$ cat src/rtl/rvc_pkg.sv
package rvc_pkg;
  localparam int ILEN = 32;
  localparam int CLEN = 16;

  localparam logic [6:0] OP_REG    = 7'b0110011;
  localparam logic [6:0] OP_IMM    = 7'b0010011;
  localparam logic [6:0] OP_LOAD   = 7'b0000011;
  localparam logic [6:0] OP_STORE  = 7'b0100011;
  localparam logic [6:0] OP_BRANCH = 7'b1100011;
  localparam logic [6:0] OP_JALR   = 7'b1100111;
  localparam logic [6:0] OP_JAL    = 7'b1101111;
  localparam logic [6:0] OP_LUI    = 7'b0110111;

  localparam logic [6:0] F7_BASE = 7'b0000000;
  localparam logic [6:0] F7_ALT  = 7'b0100000;

  typedef struct packed {
    logic [ILEN-1:0] word;
    logic            bad;
  } xlat_t;

  localparam xlat_t XLAT_BAD = '{word: '0, bad: 1'b1};

  // short register field -> x8..x15
  function automatic logic [4:0] prime_reg(input logic [2:0] f);
    return {2'b01, f};
  endfunction

  function automatic xlat_t pack_r(input logic [6:0] f7, input logic [4:0] rs2,
                                   input logic [4:0] rs1, input logic [2:0] f3,
                                   input logic [4:0] rd, input logic [6:0] op);
    return '{word: {f7, rs2, rs1, f3, rd, op}, bad: 1'b0};
  endfunction

  function automatic xlat_t pack_i(input logic [11:0] imm, input logic [4:0] rs1,
                                   input logic [2:0] f3, input logic [4:0] rd,
                                   input logic [6:0] op);
    return '{word: {imm, rs1, f3, rd, op}, bad: 1'b0};
  endfunction
endpackage

$ cat src/rtl/rvc_quad0.sv
module rvc_quad0
  import rvc_pkg::*;
(
  input  logic [CLEN-1:0] c,
  output xlat_t           res
);
  logic [11:0] off;

  always_comb begin
    off = {5'b0, c[5], c[12:10], c[6], 2'b00};
    res = XLAT_BAD;
    case (c[15:13])
      3'b010: res = pack_i(off, prime_reg(c[9:7]), 3'b010, prime_reg(c[4:2]), OP_LOAD);
      3'b110: res = '{word: {off[11:5], prime_reg(c[4:2]), prime_reg(c[9:7]), 3'b010,
                             off[4:0], OP_STORE}, bad: 1'b0};
      default: res = XLAT_BAD;
    endcase
  end
endmodule

$ cat src/rtl/rvc_quad1.sv
module rvc_quad1
  import rvc_pkg::*;
(
  input  logic [CLEN-1:0] c,
  output xlat_t           res
);
  logic [11:0] imm12;
  logic [19:0] imm20;
  logic [20:0] jo;
  logic [12:0] bo;
  logic [4:0]  rdf, rdp, rs2p;
  logic [2:0]  ca_f3;
  logic [6:0]  ca_f7;

  always_comb begin
    imm12 = {{6{c[12]}}, c[12], c[6:2]};
    imm20 = {{14{c[12]}}, c[12], c[6:2]};
    jo    = {{9{c[12]}}, c[12], c[8], c[10:9], c[6], c[7], c[2], c[11], c[5:3], 1'b0};
    bo    = {{4{c[12]}}, c[12], c[6:5], c[2], c[11:10], c[4:3], 1'b0};
    rdf   = c[11:7];
    rdp   = prime_reg(c[9:7]);
    rs2p  = prime_reg(c[4:2]);
    ca_f7 = F7_BASE;
    case (c[6:5])
      2'b00:   begin ca_f3 = 3'b000; ca_f7 = F7_ALT; end
      2'b01:   ca_f3 = 3'b100;
      2'b10:   ca_f3 = 3'b110;
      default: ca_f3 = 3'b111;
    endcase

    res = XLAT_BAD;
    case (c[15:13])
      3'b000: res = pack_i(imm12, rdf, 3'b000, rdf, OP_IMM);
      3'b001: res = '{word: {jo[20], jo[10:1], jo[11], jo[19:12], 5'd1, OP_JAL}, bad: 1'b0};
      3'b010: res = pack_i(imm12, 5'd0, 3'b000, rdf, OP_IMM);
      3'b011: if (rdf != 5'd2) res = '{word: {imm20, rdf, OP_LUI}, bad: 1'b0};
      3'b100: begin
        case (c[11:10])
          2'b00: if (!c[12]) res = pack_r(F7_BASE, c[6:2], rdp, 3'b101, rdp, OP_IMM);
          2'b01: if (!c[12]) res = pack_r(F7_ALT, c[6:2], rdp, 3'b101, rdp, OP_IMM);
          2'b10: res = pack_i(imm12, rdp, 3'b111, rdp, OP_IMM);
          default: if (!c[12]) res = pack_r(ca_f7, rs2p, rdp, ca_f3, rdp, OP_REG);
        endcase
      end
      3'b101: res = '{word: {jo[20], jo[10:1], jo[11], jo[19:12], 5'd0, OP_JAL}, bad: 1'b0};
      default: res = '{word: {bo[12], bo[10:5], 5'd0, rdp, {2'b00, c[13]}, bo[4:1], bo[11],
                              OP_BRANCH}, bad: 1'b0};
    endcase
  end
endmodule

$ cat src/rtl/rvc_quad2.sv
module rvc_quad2
  import rvc_pkg::*;
(
  input  logic [CLEN-1:0] c,
  output xlat_t           res
);
  logic [4:0] rdf, rs2f;
  logic [4:0] link;

  always_comb begin
    rdf  = c[11:7];
    rs2f = c[6:2];
    link = {4'd0, c[12]};
    res  = XLAT_BAD;
    case (c[15:13])
      3'b000: if (!c[12]) res = pack_r(F7_BASE, rs2f, rdf, 3'b001, rdf, OP_IMM);
      3'b100: begin
        if (rs2f != 5'd0)
          res = pack_r(F7_BASE, rs2f, c[12] ? rdf : 5'd0, 3'b000, rdf, OP_REG);
        else if (rdf != 5'd0)
          res = pack_i(12'd0, rdf, 3'b000, link, OP_JALR);
      end
      default: res = XLAT_BAD;
    endcase
  end
endmodule

$ cat src/rtl/rvc_expander.sv
module rvc_expander
  import rvc_pkg::*;
(
  input  logic            clk,
  input  logic            rst_n,
  input  logic            in_valid,
  output logic            in_ready,
  input  logic [ILEN-1:0] in_word,
  output logic            out_valid,
  input  logic            out_ready,
  output logic [ILEN-1:0] out_word,
  output logic            out_illegal
);
  xlat_t r_q0, r_q1, r_q2, nxt;

  rvc_quad0 u_q0 (.c(in_word[CLEN-1:0]), .res(r_q0));
  rvc_quad1 u_q1 (.c(in_word[CLEN-1:0]), .res(r_q1));
  rvc_quad2 u_q2 (.c(in_word[CLEN-1:0]), .res(r_q2));

  always_comb begin
    case (in_word[1:0])
      2'b00:   nxt = r_q0;
      2'b01:   nxt = r_q1;
      2'b10:   nxt = r_q2;
      default: nxt = '{word: in_word, bad: 1'b0};
    endcase
  end

  assign in_ready = !out_valid || out_ready;

  always_ff @(posedge clk or negedge rst_n) begin
    if (!rst_n) begin
      out_valid   <= 1'b0;
      out_word    <= '0;
      out_illegal <= 1'b0;
    end else if (in_ready) begin
      out_valid <= in_valid;
      if (in_valid) begin
        out_word    <= nxt.word;
        out_illegal <= nxt.bad;
      end
    end
  end
endmodule

$ cat config.mk
export PLATFORM = sky130hd
export DESIGN_NAME = rvc_expander
export DESIGN_NICKNAME = d
export VERILOG_FILES = /design/src/rtl/rvc_pkg.sv /design/src/rtl/rvc_quad0.sv /design/src/rtl/rvc_quad1.sv /design/src/rtl/rvc_quad2.sv /design/src/rtl/rvc_expander.sv
export SDC_FILE = /design/constraint.sdc
export NUM_CORES = 1
export LEC_CHECK = 0
export BUFFER_PORTS_ARGS = -buffer_cell sky130_fd_sc_hd__buf_2
export CORE_AREA = 2 2 97 99
export DETAILED_ROUTE_END_ITERATION = 12
export DIE_AREA = 0 0 99 101
export PLACE_DENSITY = 0.52
export SYNTH_ARGS = -nofsm -noshare
export SYNTH_HDL_FRONTEND = slang
export SYNTH_SLANG_ARGS = --single-unit
$ cat constraint.sdc
create_clock -name clk -period 3.2 [get_ports clk]
set_clock_uncertainty 0.1 [all_clocks]
set_input_delay 0.16 -clock clk [delete_from_list [all_inputs] [get_ports clk]]
set_output_delay 0.16 -clock clk [all_outputs]
set_load 0.05 [all_outputs]
==> reports/metrics.csv, run 1 <==
stage,metric,value,unit
pwr,p_leak,1.358,nW
synth,synth_ff_type,dfrtp_1,
clock_network,cts_setup_buffers,0,
sta,fin_crit,2.035,ns
min_path,hold_path_startpoint,in_word[16],
synth,synth_cell_types,66,
global_routing,grt_pass1_wl,16.42,mm
layout,post-route-util,35.57,%
min_path,min_path_cells,3,
critical_path,start_kind,register,
clock_network,ctsHoldBuffers,2,
detailed_routing,drc_errors,0,
global_routing,grt_usage,20.82,%
die,num_rows,35,
critical_path,worstSetupEndpointType,register,
sta,post-route-period-util,63.59,%
clock_network,cts_max_level,2,
flow_run,drv_cap,0,
clock_network,clk_latency,0.29,ns
synth,synthArstFlopShare,100.0,%
synth,syn-num-nets,378,
place,place.gp.congestion,0.9850,
synth,ys_ff_latch,34,
layout,most-common-layout-cells,"buf_2, dfrtp_1, nor2_1",
detailed_routing,ant_nets,0,
layout,layout_commonest_cell,buf_2,
synth,yosys_warnings,0,
clock_network,cts.sinks,34,
synth,synth_edf_count,0,
min_path,holdPathEnd,out_word[16],
synth,syn_area,2639,um^2
die,dieHeight,101,um
pwr,powerDensity,510.3,nW/um^2
global_routing,grt_overflow,0,
layout,layout-drive-gt1-share,24.24,%
clock_network,clockRootBuffer,clkbuf_8,
sta,drv_slew,0,
min_path,hold_class,primary input to register,
die,ioPinCount,71,
die,start_util,29.39,%
critical_path,reg2regPathDepth,6,
critical_path,cp_max_fo,20,
sta,tns,0,ns
place,dp_hpwl,7.446,mm
sta,setup_viol,0,
critical_path,critPathArrivalTime,2.16,ns
layout,multiInputGateArea,1628,um^2
critical_path,worstPathRequired,3.32,ns
layout,fin_cells,507,
global_routing,grt_pass1_vias,2884,
detailed_routing,wire_per_inst,20.76,um
global_routing,grt_max_degree,37,
die,die_x,99,um
place,port_buffers,70,
outcome,status,finished clean,
place,dp_cells,497,
critical_path,crit_type,register to register,
layout,syn2layout_area_growth,21.01,%
layout,antenna_cells,0,
detailed_routing,drtPass1Iterations,6,
pwr,ir_drop,0.1886,mV
synth,ys_seq_area_share,32.24,%
detailed_routing,wl,10.53,mm
die,die_area,9999,um^2
sta,max_slew_margin,47.16,%
detailed_routing,vias,3067,
layout,nets,431,
critical_path,r2r_end,out_word[28],
die,core,8977,um^2
sta,max_freq,0.4914,GHz
detailed_routing,first_iter_violations,403,
clock_network,clk_path_buf_depth,2,
sta,worst_slew_pin_slew,0.7926,ns
detailed_routing,vias_per_cell,6.049,
layout,regArea,850.8,um^2
synth,syn_avg_cell_area,7.716,um^2
critical_path,r2r_start,out_valid,
clock_network,clkTransAtPathRegs,0.08,ns
sta,hold_violations,0,
layout,fill_cells,967,
clock_network,cts_resized,0,
clock_network,cts_tree,yes,
synth,synth_cells,342,
sta,rsz0062_at_grt,no,
critical_path,r2r_slack,1.17,ns
clock_network,cts_buffers,5,
global_routing,antenna_found_initial,0,
==> cell families after synthesis <==
logic type	count (synthesis)	share of synthesized area, %
and+or+nand+nor	132	26.08
muxes	4	1.659
DFF	34	32.24
AOI/OAI and AO/OA	134	33.95
buffers and inverters	38	6.069
==> Yosys cell counts (3+ instances only) <==
cell	count	area (um^2)
a21oi_1	28	140.1
a221oi_1	4	35.03
a311oi_1	3	26.28
a31oi_1	15	93.84
and2_1	6	37.54
buf_2	10	50.05
clkbuf_1	18	67.56
dfrtp_1	34	850.8
inv_1	6	22.52
mux2_2	3	33.78
nand2_1	31	116.4
nand2b_1	11	68.82
nand3_1	8	40.04
nor2_1	33	123.9
nor2b_1	7	43.79
nor3_1	12	60.06
nor4_1	3	18.77
o2111ai_1	3	26.28
o211ai_1	3	22.52
o21a_1	4	30.03
o21ai_0	30	150.1
o22ai_1	7	43.79
or3_1	6	37.54
==> worst max-delay path by stage <==
stage / start / to / slack (ns) / cells after the start
global route: out_valid / out_word[28] / 1.0 / 6
global placement: in_word[15] / out_word[15] / 1.07 / 6
detailed placement: in_word[15] / out_word[15] / 1.01 / 6
CTS: out_valid / out_word[29] / 1.14 / 6
floorplan: out_valid / out_word[7] / 0.93 / 6
finish: out_valid / out_word[28] / 1.17 / 6
==> flip-flops by register name, summed over array words and instances, names as in the netlist <==
register and flops:
out_valid 1, out_word 32, out_illegal 1
==> final cells by class <==
type | count | share of cell area (%)
Sequential cell | 34 | 26.65
Tap cell | 111 | 4.350
Clock buffer | 5 | 2.155
Clock inverter | 3 | 2.155
Multi-Input combinational cell | 270 | 50.98
Inverter | 6 | 0.7053
Timing Repair Buffer | 78 | 13.01
==> per-stage QoR <==
stage                     area [um^2]  power, mW  setup slack (ns)  hold WS (ns)
after floorplan                  2639     0.9617            0.9338       -0.2356
after global placement           3035      1.136             1.070        0.2010
after detailed placement         3035      1.138             1.013        0.2041
after CTS                        3193      1.639             1.138       0.02851
after global routing             3193      1.705            0.9952       0.05212
final                            3193      1.630             1.165       0.02394
==> critical path: stages (launching register included) <==
cell	delay, ns
dfrtp_1	0.38
nand2b_1	0.13
nand2_1	0.35
buf_4	0.35
nor2_1	0.20
o21ai_0	0.23
o22ai_1	0.22
==> layer usage <==
layer  share of wire (%)  track usage, %  vias to the layer above
met5                   0               0                        -
met1                  45           30.06                     1474
li1                    -               -                     1392
met4                 2.5           6.955                        0
met3                 8.8           3.467                       27
met2                  43           31.55                      174
==> where the power goes <==
part           internal (mW)  switching, mW  leakage [nW]  total [mW]
Clock                  0.312          0.184        0.0683       0.496
Combinational          0.153          0.458         0.878       0.611
Sequential             0.492         0.0310         0.412       0.523
Total                  0.957          0.672          1.36        1.63
(Power assumes the default switching activity.)
==> inputs of run 2 (changes only) <==
Clock period 3.2 ns to 2 ns, I/O delays scaled along.
==> run 2 against run 1 <==
  * The flow now finishes with violations (negative hold slack)
  * Setup slack worse by 0.82 ns
  * Wire length is 6.4% higher
  * Core utilization is 3.1 points higher
  * Register-to-register slack worse by 0.82 ns
  * Critical path depth is 1 lower
  * Cell count is 7.5% higher
  * Clock power is 12% higher
  * Largest power group unchanged
  * Highest routed layer unchanged
==> reports/metrics.csv, run 2 (synthesis gave the netlist of run 1 again) <==
stage,metric,value,unit,change
clock_network,clk_path_buf_depth,2,,unchanged
pwr,comb_power_share,42.9,%,+5.4 points
detailed_routing,drtPass1Iterations,5,,-1
clock_network,cts_setup_buffers,0,,unchanged
global_routing,grt_usage,22.35,%,+1.5 points
detailed_routing,wire_per_inst,20.55,um,-1.0%
die,ioPinCount,71,,unchanged
die,num_rows,35,,unchanged
critical_path,start_kind,register,,
pwr,clockPowerShare,22.8,%,-7.6 points
clock_network,cts_buffers,5,,unchanged
clock_network,cts_max_level,2,,unchanged
layout,syn2layout_area_growth,31.48,%,
clock_network,clkTransAtPathRegs,0.08,ns,about the same
sta,max_freq,0.6027,GHz,+23%
detailed_routing,wl_met1,5.015,mm,+5.3%
pwr,p_seq_share,34.3,%,+2.2 points
sta,hold_violations,2,,+2
place,port_buffers,70,,unchanged
die,die_area,9999,um^2,unchanged
sta,tns,0,ns,unchanged
detailed_routing,met3_length,828,um,-10%
global_routing,grt_overflow,0,,unchanged
layout,largest_register_ffs,32,,unchanged
clock_network,ctsHoldBuffers,4,,+2
sta,post-route-period-util,82.97,%,+19 points
clock_network,clk_latency,0.29,ns,about the same
layout,layout_commonest_cell,buf_2,,
outcome,violations,negative hold slack,,
detailed_routing,topRoutingLayerUsed,met4,,
sta,drv_slew,0,,unchanged
detailed_routing,first_iter_violations,258,,-36%
pwr,switching_share,44.28,%,+3.0 points
critical_path,reg2regPathDepth,5,,-1
layout,layout-drive-gt1-share,30.88,%,+6.6 points
detailed_routing,vias_per_cell,5.879,,-2.8%
clock_network,cts.sinks,34,,unchanged
layout,antenna_cells,0,,unchanged
layout,most-common-layout-cells,"buf_2, buf_4, nor2_1, dfrtp_1, nand2_1",,
layout,nets,469,,+8.8%
layout,final_cell_area,3470,um^2,+8.7%
detailed_routing,wl,11.20,mm,+6.4%
detailed_routing,ant_nets,0,,unchanged
clock_network,clockRootBuffer,clkbuf_8,,
die,die_x,99,um,unchanged
sta,timing.hold.ws,-0.002050,ns,-0.02599 ns
pwr,p_int,1.362,mW,+42%
global_routing,grt_max_degree,36,,-2.7%
outcome,status,"complete, but fails checks",,
die,dieHeight,101,um,unchanged
sta,rsz0062_at_grt,no,,
layout,reg_top3,"out_word (32), out_illegal (1), out_valid (1)",,
die,core,8977,um^2,unchanged
layout,fill_cells,953,,-1.4%
pwr,ir_drop,0.3072,mV,+63%
global_routing,grt_pass1_vias,3121,,+8.2%
detailed_routing,vias,3204,,+4.5%
pwr,powerDensity,704.3,nW/um^2,+38%
critical_path,worstPathRequired,2.06,ns,-1.26 ns
pwr,p_leak,1.530,nW,+13%
place,dp_hpwl,8.199,mm,+10%
clock_network,cts_resized,0,,unchanged
sta,max_slew_margin,47.96,%,+0.80 points
critical_path,cp_max_fo,7,,-65%
min_path,min_path_cells,3,,unchanged
layout,largest-register,out_word,,
sta,setup_viol,0,,unchanged
sta,fin_crit,1.659,ns,-0.3756 ns
pwr,p_switching,1.082,mW,+61%
critical_path,critPathArrivalTime,1.72,ns,-0.44 ns
critical_path,worstSetupEndpointType,register,,
flow_run,drv_cap,0,,unchanged
critical_path,crit_type,register to register,,
detailed_routing,wl_met2,5.008,mm,+9.6%
clock_network,cts_tree,yes,,
global_routing,antenna_found_initial,0,,unchanged
place,placed_area,3334,um^2,+9.9%
die,start_util,29.39,%,unchanged
detailed_routing,drc_errors,0,,unchanged
place,place.gp.congestion,0.9591,,-2.6%
min_path,hold_class,primary input to register,,
global_routing,grt_pass1_wl,17.52,mm,+6.7%
sta,worst_slew_pin_slew,0.7806,ns,-0.01196 ns
-- run 2: worst paths after layout --
check | slack (ns) | from | endpoint
max | 0.34 | out_valid | out_word[22]
min | -0.002 | in_word[19] | out_word[19]
max reg2reg | 0.34 | out_valid | out_word[22]
min reg2reg | 0.38 | out_word[2] | out_word[2]
max in group asynchronous | 0.95 | rst_n | out_valid
min in group asynchronous | 0.32 | rst_n | out_word[9]
-- run 2: worst max-delay path, cell delays in order (launching register included) --
cell and delay (ns):
dfrtp_2 0.41, nand2b_2 0.09, and2_1 0.17, nand2_1 0.22, a31oi_1 0.39, a311oi_1 0.14
-- run 2: cell type report --
type	instances	area [um^2]	area share, %
Multi-Input combinational cell	270	1630	46.99
Sequential cell	34	852.1	24.56
Timing Repair Buffer	116	730.7	21.06
Tap cell	111	138.9	4.003
Clock buffer	6	82.58	2.380
Inverter	6	22.52	0.6491
Clock inverter	2	12.51	0.3606
-- run 2: per-layer routing --
metal / vias up / GRT usage (%)
li1: 1469 / -
met1: 1511 / 30.75
met2: 190 / 35.29
met3: 34 / 3.814
met4: 0 / 8.114
met5: - / 0
-- run 2: through the flow --
stage / std cells / setup slack [ns] / util, % / total power [mW]
5_1_grt: 545 / 0.2155 / 38.65 / 2.558
4_1_cts: 545 / 0.3198 / 38.65 / 2.457
3_5_place_dp: 533 / 0.1749 / 37.14 / 1.887
2_1_floorplan: 342 / 0.02746 / - / 1.540
3_3_place_gp: 533 / 0.1652 / 37.14 / 1.887
6_report: 545 / 0.3407 / 38.65 / 2.444
-- run 2: power groups by stage --
stage	combinational (mW)	sequential (mW)	clock, mW
after floorplan	0.331	1.21	0
after global placement	1.04	0.848	0
after detailed placement	1.04	0.851	0
after CTS	1.05	0.839	0.573
after global routing	1.11	0.851	0.594
final	1.05	0.837	0.558
